[src/rtl/tdm_rx_pkg.sv]
// Shared definitions for the TDM input deserializer.
// Assumes the master clock ticks once per bit of the fastest rate.
package tdm_rx_pkg;

    // Log2 of the highest division ratio (rate code 0 = /16).
    localparam int unsigned MAX_DIV_LOG2 = 4;

    typedef enum logic [1:0] {
        RATE_DIV16 = 2'd0,
        RATE_DIV8  = 2'd1,
        RATE_DIV4  = 2'd2,
        RATE_DIV2  = 2'd3
    } rate_code_t;

    // Log2 of a line's bit period in master cycles.
    function automatic logic [2:0] period_log2(input logic [1:0] code,
                                               input logic       top_rate);
        if (top_rate) begin
            return 3'd0;
        end
        return 3'(MAX_DIV_LOG2) - {1'b0, code};
    endfunction

endpackage

[src/rtl/tdm_frame_timer.sv]
// Frame tick counter. The cycle in which frame_pulse is high is tick 0.
// Between pulses the counter runs freely and wraps at 2**TICK_W, which
// equals one frame. A missing pulse therefore leaves the timing intact.
module tdm_frame_timer #(
    parameter int unsigned TICK_W = 12
) (
    input  logic              clk,
    input  logic              rst_n,
    input  logic              frame_pulse,
    output logic [TICK_W-1:0] tick
);

    logic [TICK_W-1:0] next_q;

    // Current tick: forced to zero by the frame pulse.
    assign tick = frame_pulse ? '0 : next_q;

    // Advance the prediction of the next tick.
    always_ff @(posedge clk) begin
        if (!rst_n) begin
            next_q <= '0;
        end else begin
            next_q <= tick + TICK_W'(1);
        end
    end

    // after a frame pulse the next cycle is tick 1 unless a new pulse arrives
    a_r4_frame_origin: assert property (@(posedge clk) disable iff (!rst_n)
        frame_pulse |=> (frame_pulse || tick == TICK_W'(1)));

endmodule

[src/rtl/tdm_lane_rx.sv]
// One serial line receiver. It places the line's bit grid on the frame
// as pos = tick - offset (mod frame), where offset = channel_offset *
// 8 * period + bit_offset. It samples in the last master cycle of each
// bit period and shifts the bits in MSB first. On the eighth bit it
// offers a byte and its channel number.
// Assumes: 2**TICK_W master cycles per frame, so that 8 * period *
// channel_count equals the frame. The modulo-frame truncation of the
// offset then also wraps the channel offset modulo the channel count.
module tdm_lane_rx
    import tdm_rx_pkg::*;
#(
    parameter int unsigned IDX        = 0,
    parameter int unsigned FAST_LANES = 8,
    parameter int unsigned TICK_W     = 12,
    parameter int unsigned CHD_W      = 9,
    parameter int unsigned BD_W       = 5,
    parameter int unsigned CH_W       = 9
) (
    input  logic              clk,
    input  logic              rst_n,
    input  logic [TICK_W-1:0] tick,
    input  logic              wide_mode,
    input  logic [1:0]        rate,
    input  logic [CHD_W-1:0]  ch_dly,
    input  logic [BD_W-1:0]   bit_dly,
    input  logic              din,
    output logic              done,
    output logic [7:0]        byte_o,
    output logic [CH_W-1:0]   chan_o
);

    localparam bit IS_FAST = (IDX < FAST_LANES);

    logic              lane_on;
    logic              top_rate;
    logic [2:0]        plog;
    logic [TICK_W-1:0] offset;
    logic [TICK_W-1:0] pos;
    logic [TICK_W-1:0] sub_mask;
    logic              sample;
    logic [2:0]        bit_no;
    logic [6:0]        shreg;
    logic [3:0]        gap;

    // Mode decode: wide mode speeds up the lower lines and mutes the upper ones.
    always_comb begin
        top_rate = wide_mode && IS_FAST;
        lane_on  = !wide_mode || IS_FAST;
        plog     = period_log2(rate, top_rate);
    end

    // Bit-grid placement within the frame.
    always_comb begin
        offset   = TICK_W'(32'(ch_dly) << ({29'd0, plog} + 32'd3))
                 + TICK_W'(bit_dly);
        pos      = tick - offset;
        sub_mask = TICK_W'((32'd1 << plog) - 32'd1);
        sample   = ((pos & sub_mask) == sub_mask);
        bit_no   = 3'(pos >> plog);
        chan_o   = CH_W'(pos >> ({29'd0, plog} + 32'd3));
    end

    // Byte completion on the eighth sampled bit.
    always_comb begin
        done   = lane_on && sample && (bit_no == 3'd7);
        byte_o = {shreg, din};
    end

    // Shift register holding the seven bits already received.
    always_ff @(posedge clk) begin
        if (!rst_n) begin
            shreg <= '0;
        end else if (sample) begin
            shreg <= {shreg[5:0], din};
        end
    end

    // Checker state: cycles since the last completed byte (8 = none yet).
    always_ff @(posedge clk) begin
        if (!rst_n) begin
            gap <= 4'd8;
        end else if (done) begin
            gap <= 4'd0;
        end else if (gap != 4'd8) begin
            gap <= gap + 4'd1;
        end
    end

    // bytes of one line are at least eight master cycles apart
    a_r3_byte_spacing: assert property (@(posedge clk) disable iff (!rst_n)
        done |-> (gap >= 4'd7));

endmodule

[src/rtl/tdm_wr_arbiter.sv]
// Collects completed bytes from all lines into one holding slot per line
// and drains them round-robin onto a single registered write port.
// Assumes NS is a power of two and that the total byte rate is at most one
// per cycle, with each line's byte interval no shorter than the number of
// lines that can be active.
module tdm_wr_arbiter #(
    parameter int unsigned NS   = 16,
    parameter int unsigned CH_W = 9,
    localparam int unsigned SW  = $clog2(NS)
) (
    input  logic            clk,
    input  logic            rst_n,
    input  logic [NS-1:0]   post,
    input  logic [7:0]      byte_in [NS],
    input  logic [CH_W-1:0] chan_in [NS],
    output logic            wr_valid,
    output logic [SW-1:0]   wr_stream,
    output logic [CH_W-1:0] wr_chan,
    output logic [7:0]      wr_data
);

    logic [NS-1:0]   pend;
    logic [7:0]      hold_byte [NS];
    logic [CH_W-1:0] hold_chan [NS];
    logic [SW-1:0]   ptr;
    logic [SW-1:0]   sel;
    logic            found;
    logic [NS-1:0]   gnt;

    // Round-robin pick of the first pending slot at or after the pointer.
    always_comb begin
        found = 1'b0;
        sel   = '0;
        gnt   = '0;
        for (int k = 0; k < NS; k++) begin
            logic [SW-1:0] idx;
            idx = ptr + SW'(k);
            if (!found && pend[idx]) begin
                found    = 1'b1;
                sel      = idx;
                gnt[idx] = 1'b1;
            end
        end
    end

    // Holding slots: a new byte takes priority over the drain of the old one.
    always_ff @(posedge clk) begin
        if (!rst_n) begin
            pend <= '0;
            for (int i = 0; i < NS; i++) begin
                hold_byte[i] <= '0;
                hold_chan[i] <= '0;
            end
        end else begin
            for (int i = 0; i < NS; i++) begin
                if (post[i]) begin
                    pend[i]      <= 1'b1;
                    hold_byte[i] <= byte_in[i];
                    hold_chan[i] <= chan_in[i];
                end else if (gnt[i]) begin
                    pend[i] <= 1'b0;
                end
            end
        end
    end

    // Registered write port and pointer advance.
    always_ff @(posedge clk) begin
        if (!rst_n) begin
            wr_valid  <= 1'b0;
            wr_stream <= '0;
            wr_chan   <= '0;
            wr_data   <= '0;
            ptr       <= '0;
        end else begin
            wr_valid <= found;
            if (found) begin
                wr_stream <= sel;
                wr_chan   <= hold_chan[sel];
                wr_data   <= hold_byte[sel];
                ptr       <= sel + SW'(1);
            end
        end
    end

    // at most one slot is drained per cycle
    a_r10_single_grant: assert property (@(posedge clk) disable iff (!rst_n)
        $onehot0(gnt));

    for (genvar g = 0; g < NS; g++) begin : g_ovf
        // a pending byte is drained no later than the cycle its successor arrives
        a_r10_no_overflow: assert property (@(posedge clk) disable iff (!rst_n)
            (pend[g] && post[g]) |-> gnt[g]);
    end

endmodule

[src/rtl/tdm_ingress_deser.sv]
// Top of the TDM input deserializer: a frame timer, one receiver per
// serial line, and a round-robin write port toward the switch data memory.
// Assumes frame_pulse is synchronous to clk and that the configuration
// changes only while reset is held.
module tdm_ingress_deser #(
    parameter int unsigned NS      = 16,
    parameter int unsigned MAX_CH  = 512,
    parameter int unsigned CHD_W   = 9,
    parameter int unsigned BD_W    = 5,
    localparam int unsigned TICK_W = $clog2(MAX_CH * 8),
    localparam int unsigned CH_W   = $clog2(MAX_CH),
    localparam int unsigned SW     = $clog2(NS)
) (
    input  logic               clk,
    input  logic               rst_n,
    input  logic               frame_pulse,
    input  logic               wide_mode,
    input  logic [NS-1:0]      rx_line,
    input  logic [NS*2-1:0]    cfg_rate,
    input  logic [NS*CHD_W-1:0] cfg_ch_dly,
    input  logic [NS*BD_W-1:0] cfg_bit_dly,
    output logic               wr_valid,
    output logic [SW-1:0]      wr_stream,
    output logic [CH_W-1:0]    wr_chan,
    output logic [7:0]         wr_data
);

    logic [TICK_W-1:0] tick;
    logic [NS-1:0]     lane_done;
    logic [7:0]        lane_byte [NS];
    logic [CH_W-1:0]   lane_chan [NS];

    tdm_frame_timer #(.TICK_W(TICK_W)) u_timer (
        .clk         (clk),
        .rst_n       (rst_n),
        .frame_pulse (frame_pulse),
        .tick        (tick)
    );

    for (genvar s = 0; s < NS; s++) begin : g_lane
        tdm_lane_rx #(
            .IDX        (s),
            .FAST_LANES (NS / 2),
            .TICK_W     (TICK_W),
            .CHD_W      (CHD_W),
            .BD_W       (BD_W),
            .CH_W       (CH_W)
        ) u_lane (
            .clk       (clk),
            .rst_n     (rst_n),
            .tick      (tick),
            .wide_mode (wide_mode),
            .rate      (cfg_rate[s*2 +: 2]),
            .ch_dly    (cfg_ch_dly[s*CHD_W +: CHD_W]),
            .bit_dly   (cfg_bit_dly[s*BD_W +: BD_W]),
            .din       (rx_line[s]),
            .done      (lane_done[s]),
            .byte_o    (lane_byte[s]),
            .chan_o    (lane_chan[s])
        );
    end

    tdm_wr_arbiter #(.NS(NS), .CH_W(CH_W)) u_arb (
        .clk       (clk),
        .rst_n     (rst_n),
        .post      (lane_done),
        .byte_in   (lane_byte),
        .chan_in   (lane_chan),
        .wr_valid  (wr_valid),
        .wr_stream (wr_stream),
        .wr_chan   (wr_chan),
        .wr_data   (wr_data)
    );

    // the write port is idle in the first cycle out of reset
    a_r1_idle_after_reset: assert property (@(posedge clk) disable iff (!rst_n)
        !$past(rst_n) |-> !wr_valid);

endmodule

[config.mk]
export PLATFORM = sky130hd
export DESIGN_NAME = tdm_ingress_deser
export DESIGN_NICKNAME = d
export VERILOG_FILES = /design/src/rtl/tdm_rx_pkg.sv /design/src/rtl/tdm_frame_timer.sv /design/src/rtl/tdm_lane_rx.sv /design/src/rtl/tdm_wr_arbiter.sv /design/src/rtl/tdm_ingress_deser.sv
export SDC_FILE = /design/constraint.sdc
export NUM_CORES = 2
export LEC_CHECK = 0
export CORE_ASPECT_RATIO = 0.6
export CORE_MARGIN = 2
export CORE_UTILIZATION = 35
export CTS_CLUSTER_DIAMETER = 200
export DETAILED_ROUTE_END_ITERATION = 12
export MAX_ROUTING_LAYER = met4
export PLACE_DENSITY = 0.5
export SLEW_MARGIN = 10
export SYNTH_ARGS = -nofsm -noshare
export SYNTH_HDL_FRONTEND = slang
export SYNTH_SLANG_ARGS = --single-unit
[constraint.sdc]
create_clock -name clk -period 12.85 [get_ports clk]
set_input_delay 2.57 -clock clk [delete_from_list [all_inputs] [get_ports clk]]
set_output_delay 2.57 -clock clk [all_outputs]
set_load 0.01 [all_outputs]
==> results.cfg <==
[worst_setup_path]
cp_data_required_time_ns = 13.06
cp-startpoint = cfg_rate[28]
arrival_ns = 10.69
end_kind = register
rrSetupSlack_ns = 3.79
crit_fanout = 34
timing.rr.start = u_arb.ptr[0]
path_class = input pin to register
start_kind = input pin
slowest_stage = a21oi_1
path_cells = clkdlybuf4s50_1 > buf_4 > inv_1 > ha_1 > inv_1 > o21ai_1 > nor2_1 > and2_1 > ha_1 > inv_1 > ha_1 > and3b_1 > o21ai_0 > a21boi_0 > o21ai_0 > a21boi_0 > o21ai_0 > a211oi_1 > o21bai_1 > o2111ai_1 > a21oi_1 > a21boi_0 > nand2b_1
slowest_delay_ns = 0.79

[power_and_ir_drop]
pwr-share-comb = 0.651
p_per_area_nw_per_um2 = 161
p_clk_frac = 0.156
worst_ir_drop_vdd_uv = 392
netSwitchingFraction = 0.485
internal_power_mw = 4.53
total_leakage_power_nw = 22.4
finalPower_mw = 8.80
seq_power_share = 0.193
power.switching_mw = 4.27

[floorplan]
initial_utilization = 0.354
num_rows = 105
core_sq_um = 137000
die_x_um = 484
die-area_sq_um = 141000
io_pins = 298
dieHeight_um = 292

[clocking]
cts_tree = done
cts_root_buf = clkbuf_16
clk_pin_slew_ns = 0.07
clock_latency_ns = 0.59
cts_setup_buffers = 0
cts_buffer_depth = 3
cts_buffers = 44
postCtsHoldBufs = 0
ctsResizeCount = 0
h-tree-depth = 2
clkSinkCount = 438

[logic_synthesis]
yosys_register_bits = 438
synth-async-reset-ratio = 0
synth-main-ff-cell = edfxtp_1
yosysUniqueCellTypes = 98
ys_seq_area_frac = 0.237
yosys_warnings = 0
syn-cell-area_sq_um = 48400
syn_inst = 6018
synth_edf_count = 272
mappedNetlistNets = 6788
avgSynthCellArea_sq_um = 8.05

[grt]
antenna_found_initial = 8
grt_pass1_vias = 40446
grt_use_total = 0.237
grt_first_pass_wirelength_um = 255000
grt_max_degree = 133
grt-ovfl-total = 0

[timing]
tns_ns = 0
hold_violations = 0
slew_viol_final = 0
max-slew-margin-rel = 0.165
finClkSkew_ns = 0.0243
fin_crit_ns = 10.47
tightest_slew_ns = 1.24
max_freq_ghz = 0.0955
rsz0062_at_grt = false
hold_ws_ns = 0.461
setup-violations-final = 0
period_share = 0.815

[detailed_routing]
vias = 45075
wl_met1_um = 90100
vias_per_cell = 5.65
dr.pass1.iters = 6
wl_per_cell_um = 21.2
ant_nets = 0
drc = 0
first_iter_violations = 4274
dr_wl_met3_um = 13300
dr_wl_met2_um = 64000
wirelength_um = 169000
highest_layer = met4

[status]
run_status = finished, final reports clean

[cells_and_area]
drive_gt1_frac = 0.0544
syn2layout_area_growth_pct = 12.7
layout.nets = 6890
layout.cells.non_filler = 7979
fillerInstances = 14023

[run]
cap_violations = 0

[placed_design]
gp_congestion = 1.00
dp_hpwl_um = 130000
portBuffers = 297
placed_cells = 7893

[min_path]
min_path_type = register to register
hp-start = u_arb.wr_chan[6]
[worst max-delay path: cells and delay by family]
kind	cells	cell delay, ns
and+or+nand+nor	4	1.20
buffers and inverters	5	1.51
adders and majority gates	3	1.37
AOI/OAI and AO/OA	11	3.99
[synthesized netlist by cell type (43+ instances only)]
| library cell | n | share of area |
|---|---|---|
| and2_1 | 100 | 0.013 |
| nor3_1 | 204 | 0.021 |
| dfxtp_1 | 166 | 0.069 |
| o31ai_1 | 49 | 0.0076 |
| mux4_2 | 51 | 0.024 |
| inv_1 | 562 | 0.044 |
| mux2_2 | 55 | 0.013 |
| nand4_1 | 45 | 0.0058 |
| or3_1 | 67 | 0.0087 |
| a21boi_0 | 72 | 0.011 |
| nor2b_1 | 58 | 0.0075 |
| fa_1 | 80 | 0.033 |
| nor3b_1 | 43 | 0.0067 |
| o211ai_1 | 46 | 0.0071 |
| a21oi_1 | 339 | 0.035 |
| o21ai_0 | 413 | 0.043 |
| nand2_1 | 539 | 0.042 |
| xnor2_1 | 119 | 0.022 |
| ha_1 | 414 | 0.11 |
| xor2_1 | 50 | 0.0090 |
| clkbuf_1 | 261 | 0.020 |
| mux2i_1 | 465 | 0.096 |
| nor2_1 | 507 | 0.039 |
| a211oi_1 | 77 | 0.012 |
| nand3_1 | 248 | 0.026 |
| nand2b_1 | 77 | 0.0099 |
| edfxtp_1 | 272 | 0.17 |
[path summary, 6_finish.rpt]
path,depth (start not counted),end
min,2,u_arb.wr_chan[6]
max reg2reg,17,u_arb.wr_chan[2]
min reg2reg,2,u_arb.wr_chan[6]
max,23,u_arb.hold_byte[14][4]
[cells by family (layout without fill, tap and decap cells)]
| kind of cell | count (synthesis) | count (layout) | synth area share |
|---|---|---|---|
| simple gates | 2033 | 2033 | 0.201 |
| compound gates | 1415 | 1415 | 0.185 |
| buf+inv | 894 | 1032 | 0.0719 |
| mux | 573 | 573 | 0.133 |
| fa+ha+maj | 494 | 494 | 0.140 |
| flops | 438 | 438 | 0.237 |
| xor+xnor | 170 | 170 | 0.0309 |
| other cells | 1 | 5 | 0.0000774 |
[cell usage in the layout (no fill, tap or decap), types with 45 or more instances in the layout]
master / n
mux2_2: 55
mux4_2: 51
dfxtp_1: 165
clkbuf_16: 45
ha_1: 414
nand4_1: 45
clkdlybuf4s50_1: 294
nor2_1: 506
a21boi_0: 71
xnor2_1: 118
fa_1: 80
nand2_1: 539
edfxtp_1: 272
mux2i_1: 464
and2_1: 100
a211oi_1: 74
o31ai_1: 47
o21ai_0: 413
a21oi_1: 339
nor3_1: 203
nand2b_1: 70
nand3_1: 248
or3_1: 67
xor2_1: 49
inv_1: 562
o211ai_1: 46
buf_4: 78
nor2b_1: 54
[layer usage]
layer / global-route usage / up-vias
met5: - / -
met4: 0.0314 / 0
met3: 0.0357 / 107
met2: 0.301 / 1550
met1: 0.386 / 21565
li1: - / 21853
[layout make-up]
class	instances	area (sq um)	area share
antenna	4	10.0	0.000183
clock buffer	48	1150	0.0210
clock inverter	34	373	0.00683
inverter	575	2170	0.0397
multi-input combinational	4686	33600	0.615
sequential	438	11500	0.210
tap	1819	2280	0.0417
timing repair buffer	375	3560	0.0652
[flip-flops by register name (all words and copies together) (netlist names)]
register / count
u_arb.wr_chan: 9
u_arb.wr_data: 8
u_arb.wr_valid: 1
u_timer.next_q: 12
u_arb.ptr: 4
g_lane.u_lane.shreg: 112
u_arb.hold_byte: 128
u_arb.wr_stream: 4
u_arb.pend: 16
u_arb.hold_chan: 144
[per-stage QoR]
stage	cell area (sq um)	setup WS, ns	util
2_1_floorplan	48400	3.36	-
3_3_place_gp	53100	1.94	0.387
3_5_place_dp	53100	1.89	0.387
4_1_cts	54600	2.46	0.398
5_1_grt	54600	1.78	0.398
6_report	54600	2.38	0.399
[power groups by stage]
stage | Sequential [mW] | Combinational [mW] | Clock, mW
after floorplan | 1.70 | 4.09 | 0
after global placement | 1.73 | 5.58 | 0
after detailed placement | 1.73 | 5.58 | 0
after CTS | 1.70 | 5.62 | 1.40
after global routing | 1.71 | 6.23 | 1.45
final | 1.70 | 5.73 | 1.38
Note: power is estimated with default switching activity, not from simulation.
